==> src/rtl/rxq_pkg.sv <==
package rxq_pkg;
  // Fixed threshold table indexed by the 2-bit select code.
  function automatic int unsigned rxq_level(input logic [1:0] code);
    case (code)
      2'b00:   return 1;
      2'b01:   return 4;
      2'b10:   return 8;
      default: return 14;
    endcase
  endfunction
endpackage

==> src/rtl/rxq_store.sv <==
module rxq_store #(
  parameter int W     = 8,
  parameter int DEPTH = 16,
  localparam int AW   = $clog2(DEPTH)
) (
  input  logic          clk,
  input  logic          we,
  input  logic [AW-1:0] waddr,
  input  logic [W-1:0]  wdata,
  input  logic [AW-1:0] raddr,
  output logic [W-1:0]  rdata
);
  logic [W-1:0] mem [DEPTH];

  always_ff @(posedge clk) begin
    if (we) mem[waddr] <= wdata;
  end

  assign rdata = mem[raddr];
endmodule

==> src/rtl/rxq_ctrl.sv <==
module rxq_ctrl #(
  parameter int DEPTH = 16,
  localparam int AW   = $clog2(DEPTH),
  localparam int CW   = $clog2(DEPTH + 1)
) (
  input  logic          clk,
  input  logic          rst_n,
  input  logic          clr,
  input  logic          push,
  input  logic          pop,
  input  logic          ovr_clr,
  output logic          wr_en,
  output logic [AW-1:0] wr_ptr,
  output logic [AW-1:0] rd_ptr,
  output logic [CW-1:0] count,
  output logic          ovr
);
  localparam logic [CW-1:0] FULLV = CW'(DEPTH);
  localparam logic [AW-1:0] LASTP = AW'(DEPTH - 1);

  logic do_pop, do_push, ovr_set, is_full;

  assign is_full = (count == FULLV);
  assign do_pop  = pop && (count != '0);
  assign do_push = push && (!is_full || do_pop);
  assign ovr_set = push && is_full && !do_pop;
  assign wr_en   = do_push && !clr;

  always_ff @(posedge clk or negedge rst_n) begin
    if (!rst_n) begin
      wr_ptr <= '0;
      rd_ptr <= '0;
      count  <= '0;
      ovr    <= 1'b0;
    end else if (clr) begin
      wr_ptr <= '0;
      rd_ptr <= '0;
      count  <= '0;
      ovr    <= 1'b0;
    end else begin
      if (do_push) wr_ptr <= (wr_ptr == LASTP) ? '0 : wr_ptr + 1'b1;
      if (do_pop)  rd_ptr <= (rd_ptr == LASTP) ? '0 : rd_ptr + 1'b1;
      case ({do_push, do_pop})
        2'b10:   count <= count + 1'b1;
        2'b01:   count <= count - 1'b1;
        default: count <= count;
      endcase
      if (ovr_set)      ovr <= 1'b1;
      else if (ovr_clr) ovr <= 1'b0;
    end
  end
endmodule

==> src/rtl/rxq_trig.sv <==
module rxq_trig #(
  parameter int DEPTH = 16,
  localparam int CW   = $clog2(DEPTH + 1)
) (
  input  logic          clk,
  input  logic          rst_n,
  input  logic [1:0]    sel,
  input  logic [CW-1:0] count,
  output logic          irq
);
  import rxq_pkg::*;

  logic [1:0]    sel_q;
  logic [CW-1:0] thr;

  always_ff @(posedge clk or negedge rst_n) begin
    if (!rst_n) sel_q <= 2'b00;
    else        sel_q <= sel;
  end

  assign thr = CW'(rxq_level(sel_q));
  assign irq = (count >= thr);
endmodule

==> src/rtl/rxq_trigger_fifo.sv <==
module rxq_trigger_fifo #(
  parameter int W     = 8,
  parameter int DEPTH = 16,
  localparam int AW   = $clog2(DEPTH),
  localparam int CW   = $clog2(DEPTH + 1)
) (
  input  logic          clk,
  input  logic          rst_n,
  input  logic          fifo_clr,
  input  logic          ovr_clr,
  input  logic          in_valid,
  output logic          in_ready,
  input  logic [W-1:0]  in_data,
  output logic          out_valid,
  input  logic          out_ready,
  output logic [W-1:0]  out_data,
  input  logic [1:0]    trig_sel,
  output logic [CW-1:0] level,
  output logic          empty,
  output logic          full,
  output logic          overrun,
  output logic          rx_irq
);
  logic          wr_en;
  logic [AW-1:0] wr_ptr, rd_ptr;
  logic [CW-1:0] count;

  rxq_ctrl #(.DEPTH(DEPTH)) u_ctrl (
    .clk(clk), .rst_n(rst_n), .clr(fifo_clr), .push(in_valid), .pop(out_ready),
    .ovr_clr(ovr_clr), .wr_en(wr_en), .wr_ptr(wr_ptr), .rd_ptr(rd_ptr),
    .count(count), .ovr(overrun)
  );

  rxq_store #(.W(W), .DEPTH(DEPTH)) u_store (
    .clk(clk), .we(wr_en), .waddr(wr_ptr), .wdata(in_data),
    .raddr(rd_ptr), .rdata(out_data)
  );

  rxq_trig #(.DEPTH(DEPTH)) u_trig (
    .clk(clk), .rst_n(rst_n), .sel(trig_sel), .count(count), .irq(rx_irq)
  );

  assign level     = count;
  assign empty     = (count == '0);
  assign full      = (count == CW'(DEPTH));
  assign in_ready  = !full;
  assign out_valid = !empty;
endmodule

==> config.mk <==
export PLATFORM = sky130hd
export DESIGN_NAME = rxq_trigger_fifo
export DESIGN_NICKNAME = d
export VERILOG_FILES = /design/src/rtl/rxq_pkg.sv /design/src/rtl/rxq_store.sv /design/src/rtl/rxq_ctrl.sv /design/src/rtl/rxq_trig.sv /design/src/rtl/rxq_trigger_fifo.sv
export SDC_FILE = /design/constraint.sdc
export NUM_CORES = 1
export LEC_CHECK = 0
export ABC_CLOCK_PERIOD_IN_PS = 3680
export BUFFER_PORTS_ARGS = -buffer_cell sky130_fd_sc_hd__buf_4
export CAP_MARGIN = 25
export CORE_MARGIN = 2
export CORE_UTILIZATION = 50
export CTS_CLUSTER_DIAMETER = 150
export DETAILED_ROUTE_END_ITERATION = 6
export PLACE_DENSITY = 0.78
export SETUP_SLACK_MARGIN = 0.3
export SLEW_MARGIN = 20
export SYNTH_ARGS = -nofsm -noshare
export SYNTH_HDL_FRONTEND = slang
export SYNTH_SLANG_ARGS = --single-unit
export TNS_END_PERCENT = 10
==> constraint.sdc <==
create_clock -name clk -period 3.68 [get_ports clk]
set_input_delay 0.368 -clock clk [delete_from_list [all_inputs] [get_ports clk]]
set_output_delay 0.368 -clock clk [all_outputs]
set_load 0.05 [all_outputs]
After elaboration in Yosys (flattened, before gate mapping)
Memories as Yosys holds them, arrays and structs flattened.
Cells that the tools add are included.
Widths: inputs -> output; s select.
{ "classes": {"add_sub_neg": 4, "magnitude_cmp": 1, "reduce_logical": 17, "n_eq_ne": 7, "muxes": 14} }
{ "ops": {"columns": ["op", "count"], "rows": [
  ["$mux 4", 6],
  ["$pmux 4 s3", 1],
  ["$pmux 5 s2", 1],
  ["$add 4x1->4 const B", 2],
  ["$eq 4x4->1 const B", 2],
  ["$reduce_bool 3->1", 2],
  ["$add 5x1->5 const B", 1],
  ["$eq 5x5->1 const B", 1],
  ["$ge 5x4->1", 1],
  ["$logic_and 1x1->1", 5],
  ["$logic_not 5->1", 1],
  ["$mux 1", 5],
  ["$mux 5", 1],
  ["$reduce_bool 5->1", 1],
  ["$sub 5x1->5 const B", 1],
  ["$eq 2x1->1 const B", 2],
  ["$eq 2x2->1 const B", 2],
  ["$logic_not 1->1", 4],
  ["$reduce_bool 2->1", 2],
  ["$logic_not 2->1", 1],
  ["$logic_or 1x1->1", 1]
]} }
{ "totals": {"input_bits": 16, "word_cells": 49, "n_memories": 1, "register_bits": 16, "mem_bits_rw": 128, "out_inout_bits": 19} }
{ "mem_list": {"columns": ["memory", "words", "word_bits", "read_ports", "rd_clocked_by_memory_dff", "wr", "line_no", "source"], "rows": [
  ["u_store.mem", 16, 8, 1, 0, 1, "rxq_store.sv:13", "logic [W-1:0] mem [DEPTH];"]
]} }

Depth between registers and ports, before layout
Gate-level depths: netlist of the first run.
{ "depth": {"depth_word": 7, "mapped_depth": 9} }

Hierarchy
Synthesis of the first run repeated with hierarchy kept, for this count alone.
{ "unflattened": {"hier_cells": 340, "area_unflattened_um2": 6143.4} }
{ "modules_own_cells": {"columns": ["mod", "seq_area_each_um2", "instances", "area_per_inst_um2", "cells_per_inst"], "rows": [
  ["rxq_store", 3843.7, 1, 4987.3, 221],
  ["rxq_ctrl", 350.3, 1, 954.7, 97],
  ["rxq_trig", 50.0, 1, 165.2, 17],
  ["rxq_trigger_fifo", 0.0, 1, 36.3, 5]
]} }

Least setup slack after synthesis of the first run
OpenSTA, ideal clock, no wires.
{ "synth_timing": {"path_kind": "reg-to-reg", "from": "register u_ctrl.count[1]", "to": "register u_ctrl.count[4]", "synth_period_minus_slack_ns": 2.950, "setup_slack_ns": 0.730, "path_stages_with_launch": 10, "required_time_ns": 3.592, "arrival_time_ns": 2.861, "setup_ns": 0.088, "path_cell_list": "dfrtp_1 > or4_4 > buf_6 > o21bai_4 > inv_1 > ha_1 > or2_2 > o22a_1 > or4_1 > a41oi_1"} }
{ "synth_between": {"elab_chain_len": 7, "word_cells_on_any_way": 13, "cone_classes": "2 x add/sub; 3 x eq/ne; 2 x mux; 6 x reduce/logical"} }
{ "synth_lines": {"columns": ["element", "line_no", "source"], "rows": [
  ["start, declared", "rxq_ctrl.sv:15", "output logic [CW-1:0] count,"],
  ["start signal, assigned", "rxq_ctrl.sv:44", "2'b10: count <= count + 1'b1;"],
  ["start signal, assigned", "rxq_ctrl.sv:45", "2'b01: count <= count - 1'b1;"],
  ["start signal, assigned", "rxq_ctrl.sv:46", "default: count <= count;"],
  ["$eq 5x5->1 or $reduce_bool 5->1 (tied branches)", "rxq_ctrl.sv:23, rxq_ctrl.sv:24", null],
  ["$logic_not 1->1 or $logic_and 1x1->1 (tied branches)", "rxq_ctrl.sv:25, rxq_ctrl.sv:24", null],
  ["$logic_or 1x1->1", "rxq_ctrl.sv:25", "assign do_push = push && (!is_full || do_pop);"],
  ["$logic_and 1x1->1", "rxq_ctrl.sv:25", null],
  ["$eq 2x1->1 or $eq 2x2->1 (tied branches)", "rxq_ctrl.sv:43", "case ({do_push, do_pop})"],
  ["$pmux 5 s2", "rxq_ctrl.sv:43", null],
  ["$mux 5", "rxq_ctrl.sv:35", "end else if (clr) begin"]
]} }
Parallel ways exist; a longest one is shown, timed or not.
A chain may end at the register's enable or synchronous reset.

Worst setup path in the final report of the first run
Ends and elaborated chain as after synthesis.

==> impl_metrics.py, run 1 <==
metrics = {
    "clock_tree": {
        "clkLatencyLatePin_ns": 0.42,
        "numCtsBuffers": 17,
        "cts_root_buffer": "clkbuf_16",
        "cts.sinks": 144,
        "cts_tree": "built",
        "clk_pin_slew_ns": 0.06,
        "h-tree-depth": 4,
        "post_cts_buffers": 0,
        "cts.repair.resized": 0,
        "cts_max_path_buffers": 2,
    },
    "power": {
        "total_power_uw": 5110,
        "peakVddDrop_v": 0.000547,
        "power_density_nw_per_um2": 712,
        "p_leak_uw": 0.00251,
    },
    "placement": {
        "gp_congestion": 0.837,
        "numPortBuffers": 34,
        "dp_cells": 515,
        "place_ws_ns": 0.858,
        "hpwlAfterDp_mm": 7.77,
    },
    "synthesis": {
        "synth_warnings": 0,
        "syn_area_sq_um": 6060,
        "yosys.area_share.simple_pct": 6.25,
        "synth-seq-area-share_pct": 70.0,
        "ys.flop_type": "edfxtp_1",
        "synth_cell_types": 51,
        "synth-edff-count": 128,
        "synth_adder_area_share_pct": 2.81,
        "synth_compound_area_share_pct": 5.96,
        "netlist.area_leader.share_pct": 63.4,
        "synth.net_count": 370,
        "synth_xor_area_share_pct": 0.289,
        "yosysTopAreaCell": "edfxtp_1",
        "syn_inst": 341,
        "avgSynthCellArea_sq_um": 17.8,
        "synthTopCellsByArea": "edfxtp_1 63%, mux4_2 12%, dfrtp_1 6.6%",
        "ys_async_sr_fraction_pct": 11.1,
        "ys_ff_latch": 144,
        "synth_top_family_by_area": "multiplexers",
        "synth_mux_area_share_pct": 12.6,
    },
    "timing": {
        "rsz0062_at_grt": "no",
        "post-route-period-util_pct": 77.8,
        "fmax_mhz": 349,
        "min_period_ns": 2.86,
        "fin_hold_ws_ns": 0.0558,
        "fin_worst_skew_ns": 0.00864,
        "drv_slew": 0,
        "tns_ns": 0,
        "slew-limit-headroom_pct": 37.1,
        "finalSetupViolations": 0,
        "setup_slack_ns": 0.818,
        "max_slew.worst_pin.slew_ns": 0.936,
        "hold_viol": 0,
    },
    "cells_and_area": {
        "final_nets": 418,
        "final_layout_size_suffix_gt1_share_pct": 29.4,
        "finalNonFillerCells": 549,
        "syn2layout_area_growth_pct": 18.3,
        "nFillCells": 864,
        "antenna_cells": 0,
    },
    "status": {
        "status": "complete, no violations",
    },
    "routing": {
        "totalWireLength_mm": 12.3,
        "vias": 3278,
        "drc": 0,
        "first_pass_iters": 5,
        "wl_per_cell_um": 22.4,
        "vias_per_cell": 5.97,
        "drt-initial-drc-count": 394,
        "ant_nets": 0,
    },
    "hold_path": {
        "hold_class": "input port to flop",
    },
    "setup_path": {
        "worstPathArrival_ns": 3.19,
        "endpoint_kind": "flop",
        "crit_fanout": 9,
        "cp-start-kind": "flop",
        "required_ns": 4.01,
        "critPathKind": "flop to flop",
    },
    "global_routing": {
        "grt_pass1_vias": 3414,
        "grt_pass1_wl_mm": 19.2,
        "grt_max_degree": 33,
        "grt_use_total_pct": 20.5,
        "antenna_found_initial": 0,
        "grt-ovfl-total": 0,
    },
    "floorplan": {
        "initial_core_util_pct": 50.9,
        "core_sq_um": 11900,
        "die_w_um": 114,
        "rows": 40,
        "io_pins": 35,
        "die_h_um": 114,
        "die_area_sq_um": 13000,
    },
    "flow_run": {
        "cap_violations": 0,
    },
}
critical path, cell delays in order, from the launching register on:
cell and delay [ns]:
dfrtp_1 0.46, or4_4 0.65, o21bai_4 0.20, inv_1 0.11
ha_1 0.22, or2_2 0.31, o22a_1 0.21, or4_1 0.41
a41oi_1 0.19
cells by family (layout without fill, tap and decap cells):
kind of cell,Yosys count,count (layout)
mux,36,36
simple gates,70,70
xor+xnor,2,2
buf+inv,29,90
compound gates,47,47
flops,144,144
fa+ha+maj,13,13
timing repair:
action,CTS,global route
hold buffers,1,0
setup endpoints to repair,0,0
endpoints found under the hold margin,16,0
state kept, by name, indices dropped and copies added (netlist names):
signal         count
u_store.mem      128
u_ctrl.rd_ptr      4
u_ctrl.wr_ptr      4
u_ctrl.ovr         1
u_trig.sel_q       2
u_ctrl.count       5
placed cells by master (no fill, tap or decap), drive strengths merged, types with 5 or more instances in the layout:
master / count
dfrtp: 16
edfxtp: 128
a22oi: 16
o211ai: 5
buf: 45
bufinv: 5
a21oi: 6
nor2: 18
nor4: 5
mux4: 32
nor2b: 9
inv: 11
clkinv: 5
nand2b: 5
nand2: 16
ha: 12
clkbuf: 19
worst paths after layout:
kind / startpoint / endpoint / slack (ns) / depth (start not counted)
worst max-delay path: u_ctrl.count[1] / u_ctrl.count[4] / 0.82 / 8
worst min-delay path: trig_sel[1] / u_trig.sel_q[1] / 0.06 / 1
worst max register to register: u_ctrl.count[1] / u_ctrl.count[4] / 0.82 / 8
worst min register to register: u_ctrl.ovr / u_ctrl.ovr / 0.56 / 2
max in group asynchronous: rst_n / u_ctrl.rd_ptr[0] / 3.11 / 2
min in group asynchronous: rst_n / u_ctrl.count[2] / 0.36 / 2
routing by layer:
metal	up-vias	global-route usage, %	share of wire, %
li1	1470	-	-
met1	1686	24.6	39
met2	108	36.5	55
met3	14	5.51	4.5
met4	0	5.93	1.3
met5	-	0	0
stage by stage:
step	util [%]	area [sq um]
after floorplan	-	6060
after global placement	54.6	6510
after detailed placement	54.7	6510
after CTS	60.2	7170
after global routing	60.2	7170
final	60.2	7170
where the power goes:
part	switching (uW)	internal [uW]
logic	804	549
clock network	647	1200
registers	79.3	1830
cells in the mapped netlist, drive strengths merged (6+ instances only):
cell type / count
ha: 12
a21oi: 6
nand2: 16
edfxtp: 128
nor2b: 9
clkbuf: 12
nor2: 18
dfrtp: 16
mux4: 32
a22oi: 16
buf: 6
inv: 11
final cells by class:
type / count / area [sq um] / share of cell area, %
Inverter: 11 / 41.3 / 0.576
Clock inverter: 14 / 215 / 3.00
Clock buffer: 18 / 429 / 5.98
Sequential cell: 144 / 4250 / 59.2
Timing Repair Buffer: 47 / 363 / 5.06
Multi-Input combinational cell: 168 / 1690 / 23.6
Tap cell: 147 / 184 / 2.56
(Power assumes the default switching activity.)
==> run 2, diff against run 1 <==
- ABC_CLOCK_PERIOD_IN_PS: 3680 -> 2600
- PLACE_DENSITY: 0.78 -> 0.81
- clock period: 3.68 -> 2.6 ns (I/O delays scaled with it)
==> run 2 against run 1 <==
Cell area is 1.6% higher. Routed wire length increased by 3.6%. Critical path depth unchanged. Clock-buffer cell count is 2 higher. Clock skew fell by 0.00090 ns. Die area stayed put. Sequential power rose by 39%.
==> impl_metrics.py, run 2 (synthesized netlist as in run 1, its figures left out) <==
metrics = {
    "status": {
        "status": "complete, no violations",
    },
    "setup_path": {
        "worstPathArrival_ns": 2.79,
        "endpoint_kind": "flop",
        "cpMaxStageDelayCell": "or4_4",
        "worst_path_most_repeated_cell": "or4_4",
        "required_ns": 2.93,
        "cp-start-kind": "flop",
        "slowest_delay_ns": 0.55,
        "cp_cell_sequence": "or4_4 > o21bai_4 > inv_2 > ha_4 > or2_4 > o22a_1 > or4_4 > a41oi_2",
        "reg2reg_depth": 8,
        "critPathKind": "flop to flop",
        "crit_fanout": 3,
    },
    "hold_path": {
        "hold_class": "input port to flop",
        "hold_depth": 1,
    },
    "cells_and_area": {
        "final_cell_mix": "128 x edfxtp_1, 50 x buf_4, 32 x mux4_2, 18 x nor2_1, 17 x clkbuf_16",
        "largest_reg_flops": 128,
        "final_nets": 430,
        "syn2layout_area_growth_pct": 20.1,
        "finalNonFillerCells": 561,
        "multiInputGateArea_sq_um": 1740,
        "antenna_cells": 0,
        "mostFrequentLayoutCell": "edfxtp_1",
        "largest-register": "u_store.mem",
        "seq_area_sq_um": 4250,
        "nFillCells": 847,
        "final_layout_size_suffix_gt1_share_pct": 33.3,
        "top_regs": "u_store.mem: 128 flops, u_ctrl.count: 5 flops",
    },
    "clock_tree": {
        "cts_max_path_buffers": 2,
        "clk_pin_slew_ns": 0.06,
        "cts_root_buffer": "clkbuf_16",
        "clkLatencyLatePin_ns": 0.42,
        "h-tree-depth": 4,
        "cts_tree": "built",
        "numCtsBuffers": 17,
        "cts.sinks": 144,
    },
    "routing": {
        "totalWireLength_mm": 12.8,
        "first_pass_iters": 5,
        "vias_per_cell": 6.08,
        "wl_per_cell_um": 22.7,
        "ant_nets": 0,
        "drt-initial-drc-count": 337,
        "vias": 3410,
        "drc": 0,
    },
    "timing": {
        "hold_viol": 0,
        "min_period_ns": 2.46,
        "fin_hold_ws_ns": 0.151,
        "setup_slack_ns": 0.138,
        "finalSetupViolations": 0,
        "post-route-period-util_pct": 94.7,
        "drv_slew": 0,
        "slew-limit-headroom_pct": 40.3,
        "rsz0062_at_grt": "yes",
        "max_slew.worst_pin.slew_ns": 0.892,
        "fin_worst_skew_ns": 0.00774,
        "fmax_mhz": 406,
    },
    "power": {
        "power_frac_comb_pct": 30.5,
        "power_density_nw_per_um2": 986,
        "switchingPower_uw": 2240,
        "peakVddDrop_v": 0.00118,
        "seqPwrFrac_pct": 36.9,
        "p_leak_uw": 0.00254,
        "intPower_uw": 4940,
        "clkPwrFrac_pct": 32.5,
        "switching_share_pct": 31.2,
    },
    "floorplan": {
        "core_sq_um": 11900,
        "io_pins": 35,
        "rows": 40,
        "die_w_um": 114,
        "die_h_um": 114,
        "die_area_sq_um": 13000,
        "initial_core_util_pct": 50.9,
    },
    "placement": {
        "place_ws_ns": 0.0854,
        "dp_cells": 520,
        "numPortBuffers": 34,
        "gp_congestion": 0.797,
        "hpwlAfterDp_mm": 7.79,
    },
    "global_routing": {
        "grt_pass1_vias": 3607,
        "antenna_found_initial": 0,
        "grt_pass1_wl_mm": 20.0,
        "grt-ovfl-total": 0,
        "grt_max_degree": 36,
        "grt_use_total_pct": 21.2,
    },
    "flow_run": {
        "cap_violations": 0,
    },
}
-- run 2: routing by layer --
| metal | routed length (um) | track usage, % | up-vias |
|---|---|---|---|
| met5 | 0 | 0 | - |
| met4 | 197 | 7.56 | 0 |
| met3 | 754 | 5.40 | 21 |
| met2 | 6720 | 36.3 | 151 |
| met1 | 5090 | 26.4 | 1745 |
| li1 | - | - | 1493 |
-- run 2: cell type report --
class | count | share of cell area, %
clock buffers | 20 | 6.00
repair buffers | 59 | 6.77
well taps | 147 | 2.53
multi-input cells | 168 | 23.9
flip-flops and latches | 144 | 58.4
clock inverters | 12 | 1.84
inverters | 11 | 0.601
-- run 2: worst paths after layout --
| check | from | endpoint | slack (ns) |
|---|---|---|---|
| min in group asynchronous | rst_n | u_trig.sel_q[1] | 0.25 |
| min reg2reg | u_ctrl.ovr | u_ctrl.ovr | 0.53 |
| max | u_ctrl.count[1] | u_ctrl.count[4] | 0.14 |
| max in group asynchronous | rst_n | u_ctrl.rd_ptr[0] | 2.14 |
| min | in_data[7] | u_store.mem[9][7] | 0.15 |
| max reg2reg | u_ctrl.count[1] | u_ctrl.count[4] | 0.14 |
-- run 2: power groups by stage --
| stage | Combinational (uW) | Sequential (uW) | Clock (uW) |
|---|---|---|---|
| 2_1_floorplan | 1400 | 2810 | 0 |
| 3_3_place_gp | 2030 | 2700 | 0 |
| 3_5_place_dp | 2080 | 2710 | 0 |
| 4_1_cts | 2210 | 2650 | 2360 |
| 5_1_grt | 2340 | 2660 | 2450 |
| 6_report | 2190 | 2650 | 2340 |
-- run 2: stage by stage --
stage	total power [uW]	util (%)	instance area, sq um	setup TNS, ns
after global placement	4730	55.3	6590	0
after CTS	7220	61.1	7280	0
final	7180	61.1	7280	0
after floorplan	4200	-	6080	-0.177
after detailed placement	4790	55.3	6590	0
after global routing	7460	61.1	7280	0
-- run 2: critical path, delay by kind of cell (launching register included) --
kind	cells	cell delay [ns]
AND/OR/NAND/NOR	3	1.23
adder cells (fa/ha/maj)	1	0.17
buffers and inverters	1	0.08
AO/OA/AOI/OAI	3	0.50
flip-flops	1	0.40
-- run 2: timing repair --
item | 4_1_cts | 5_1_grt
buffers inserted | 5 | 0
hold endpoints to repair | 18 | 0
resized for setup | 11 | 0
hold buffers | 3 | 0
endpoints found under the setup margin | 10 | 15
pin swaps | 4 | 1
==> run 3, diff against run 2 <==
- SYNTH_HIERARCHICAL: not set -> 1
==> run 3 against run 2 <==
Total power up 11%. Via count up 0.67%. Die area is 1.3% higher. Critical endpoint is now out_data[1]. Flip-flop and latch count unchanged. Worst hold slack lost 0.0022 ns. Clock skew up 0.0036 ns. Critical path type is now flop to output port.
==> impl_metrics.py, run 3 <==
metrics = {
    "synthesis": {
        "ys_async_sr_fraction_pct": 11.1,
        "synth_warnings": 6,
        "avgSynthCellArea_sq_um": 18.1,
        "syn_inst": 340,
        "synth_cell_types": 57,
        "synthTopCellsByCount": "128 x edfxtp_1, 23 x nor2_1, 18 x mux4_2, 16 x a22oi_1, 16 x dfrtp_1",
        "synth-seq-area-share_pct": 69.1,
        "ys.flop_type": "edfxtp_1",
        "synthTopCellsByArea": "edfxtp_1 63%, mux4_2 6.6%, dfrtp_1 6.5%",
        "synthMostInstantiatedCell": "edfxtp_1",
        "netlist.area_leader.share_pct": 62.6,
        "synth-edff-count": 128,
        "yosysTopAreaCell": "edfxtp_1",
        "syn_area_sq_um": 6140,
        "ys_ff_latch": 144,
        "synth.net_count": 364,
    },
    "timing": {
        "post-route-period-util_pct": 93.5,
        "setup_slack_ns": 0.169,
        "finalSetupViolations": 0,
        "drv_slew": 0,
        "max_slew.worst_pin.slew_ns": 0.838,
        "hold_viol": 0,
        "rsz0062_at_grt": "yes",
        "fin_worst_skew_ns": 0.0113,
        "tns_ns": 0,
        "min_period_ns": 2.43,
        "fin_hold_ws_ns": 0.149,
        "slew-limit-headroom_pct": 43.9,
        "fmax_mhz": 411,
    },
    "setup_path": {
        "cp_cell_sequence": "buf_12 > mux4_1 > a22oi_2 > nand2_1 > buf_4",
        "critPathKind": "flop to output port",
        "cpMaxStageDelayCell": "mux4_1",
        "crit_fanout": 12,
        "slowest_delay_ns": 0.62,
        "endpoint_kind": "output port",
        "cp.buffers_inverters": 2,
        "required_ns": 2.34,
        "crit_family": "multiplexers",
        "cp-start-kind": "flop",
        "worstPathArrival_ns": 2.17,
    },
    "cells_and_area": {
        "nFillCells": 826,
        "antenna_cells": 0,
        "syn2layout_area_growth_pct": 23.6,
        "final_cell_mix": "128 x edfxtp_1, 61 x buf_4, 22 x mux4_2, 18 x clkbuf_16, 17 x nor2_1",
        "top_regs": "u_store/mem: 128 flops, u_ctrl/count: 5 flops",
        "mostFrequentLayoutCell": "edfxtp_1",
        "final_nets": 440,
        "utilization_pct": 63.2,
        "final_layout_size_suffix_gt1_share_pct": 39.3,
        "largest-register": "u_store/mem",
        "largest_reg_flops": 128,
    },
    "placement": {
        "numPortBuffers": 34,
        "hpwlAfterDp_mm": 7.67,
        "gp_congestion": 0.783,
        "place_ws_ns": 0.215,
    },
    "clock_tree": {
        "cts_max_path_buffers": 2,
        "clkLatencyLatePin_ns": 0.42,
        "cts.sinks": 144,
        "h-tree-depth": 4,
        "numCtsBuffers": 17,
        "cts_root_buffer": "clkbuf_16",
        "cts_tree": "built",
        "clk_pin_slew_ns": 0.06,
    },
    "routing": {
        "vias": 3433,
        "ant_nets": 0,
        "totalWireLength_mm": 12.9,
        "vias_per_cell": 5.97,
        "drc": 0,
        "drt-initial-drc-count": 331,
        "wl_per_cell_um": 22.5,
        "first_pass_iters": 4,
    },
    "power": {
        "power_frac_comb_pct": 35.2,
        "seqPwrFrac_pct": 34.0,
        "intPower_uw": 5490,
        "peakVddDrop_v": 0.00116,
        "clkPwrFrac_pct": 30.7,
        "p_leak_uw": 0.00265,
        "power_density_nw_per_um2": 1050,
        "switchingPower_uw": 2510,
        "switching_share_pct": 31.4,
        "total_power_uw": 8000,
    },
    "floorplan": {
        "core_sq_um": 12000,
        "die_w_um": 115,
        "io_pins": 35,
        "die_h_um": 115,
        "die_area_sq_um": 13200,
        "initial_core_util_pct": 51.1,
        "rows": 40,
    },
    "global_routing": {
        "grt_max_degree": 20,
        "grt_pass1_vias": 3473,
        "antenna_found_initial": 0,
        "grt_use_total_pct": 20.9,
        "grt-ovfl-total": 0,
        "grt_pass1_wl_mm": 19.6,
    },
    "flow_run": {
        "cap_violations": 0,
    },
    "status": {
        "status": "complete, no violations",
    },
    "hold_path": {
        "hold_class": "input port to flop",
    },
}
-- run 3: cell type report --
type	instances	area [sq um]	area share, %
multi-input combinational	174	1890	25.0
sequential	144	4250	56.0
clock inverter	14	173	2.27
timing repair buffer	73	641	8.44
tap	147	184	2.42
inverter	6	22.5	0.297
clock buffer	17	425	5.60
-- run 3: cell families after synthesis --
kind of cell	count (synthesis)	synth area share [%]
flops	144	69.1
simple gates	77	6.68
compound gates	47	5.85
mux	39	14.0
buf+inv	22	2.30
fa+ha+maj	8	1.63
xor+xnor	3	0.428
-- run 3: routing by layer --
layer / track usage, % / wire length, um / up-vias
met5: 0 / 0 / -
met4: 8.92 / 259 / 0
met3: 6.06 / 799 / 20
met2: 32.4 / 6380 / 116
met1: 28.0 / 5480 / 1758
li1: - / - / 1539
-- run 3: timing repair --
| action | CTS | global route |
|---|---|---|
| setup buffers | 1 | 21 |
| hold buffers | 3 | 0 |
| gates cloned | 1 | 1 |
| pin swaps | 2 | 8 |
| endpoints found under the hold margin | 18 | 0 |
| resized for setup | 18 | 14 |
| endpoints found under the setup margin | 11 | 140 |
-- run 3: through the flow --
stage | area (sq um) | std cells
2_1_floorplan | 6200 | 340
5_1_grt | 7590 | 575
3_3_place_gp | 6610 | 517
4_1_cts | 7340 | 553
3_5_place_dp | 6610 | 517
6_report | 7590 | 575
-- run 3: power groups by stage --
stage,sequential (uW),clock [uW],combinational [uW]
after CTS,2740,2490,2430
after global routing,2730,2610,2970
after global placement,2770,0,2230
after detailed placement,2780,0,2270
after floorplan,2870,0,1620
final,2720,2460,2820
-- run 3: final timing paths --
kind	start	to	slack, ns	cells after the start
worst max-delay path	u_ctrl/rd_ptr[0]	out_data[1]	0.17	5
worst min-delay path	in_data[7]	u_store/mem[0][7]	0.15	1
worst max register to register	u_ctrl/count[4]	u_ctrl/count[2]	0.25	8
worst min register to register	u_ctrl/ovr	u_ctrl/ovr	0.54	2
max in group asynchronous	rst_n	u_ctrl/count[1]	2.16	2
min in group asynchronous	rst_n	u_ctrl/count[3]	0.22	2
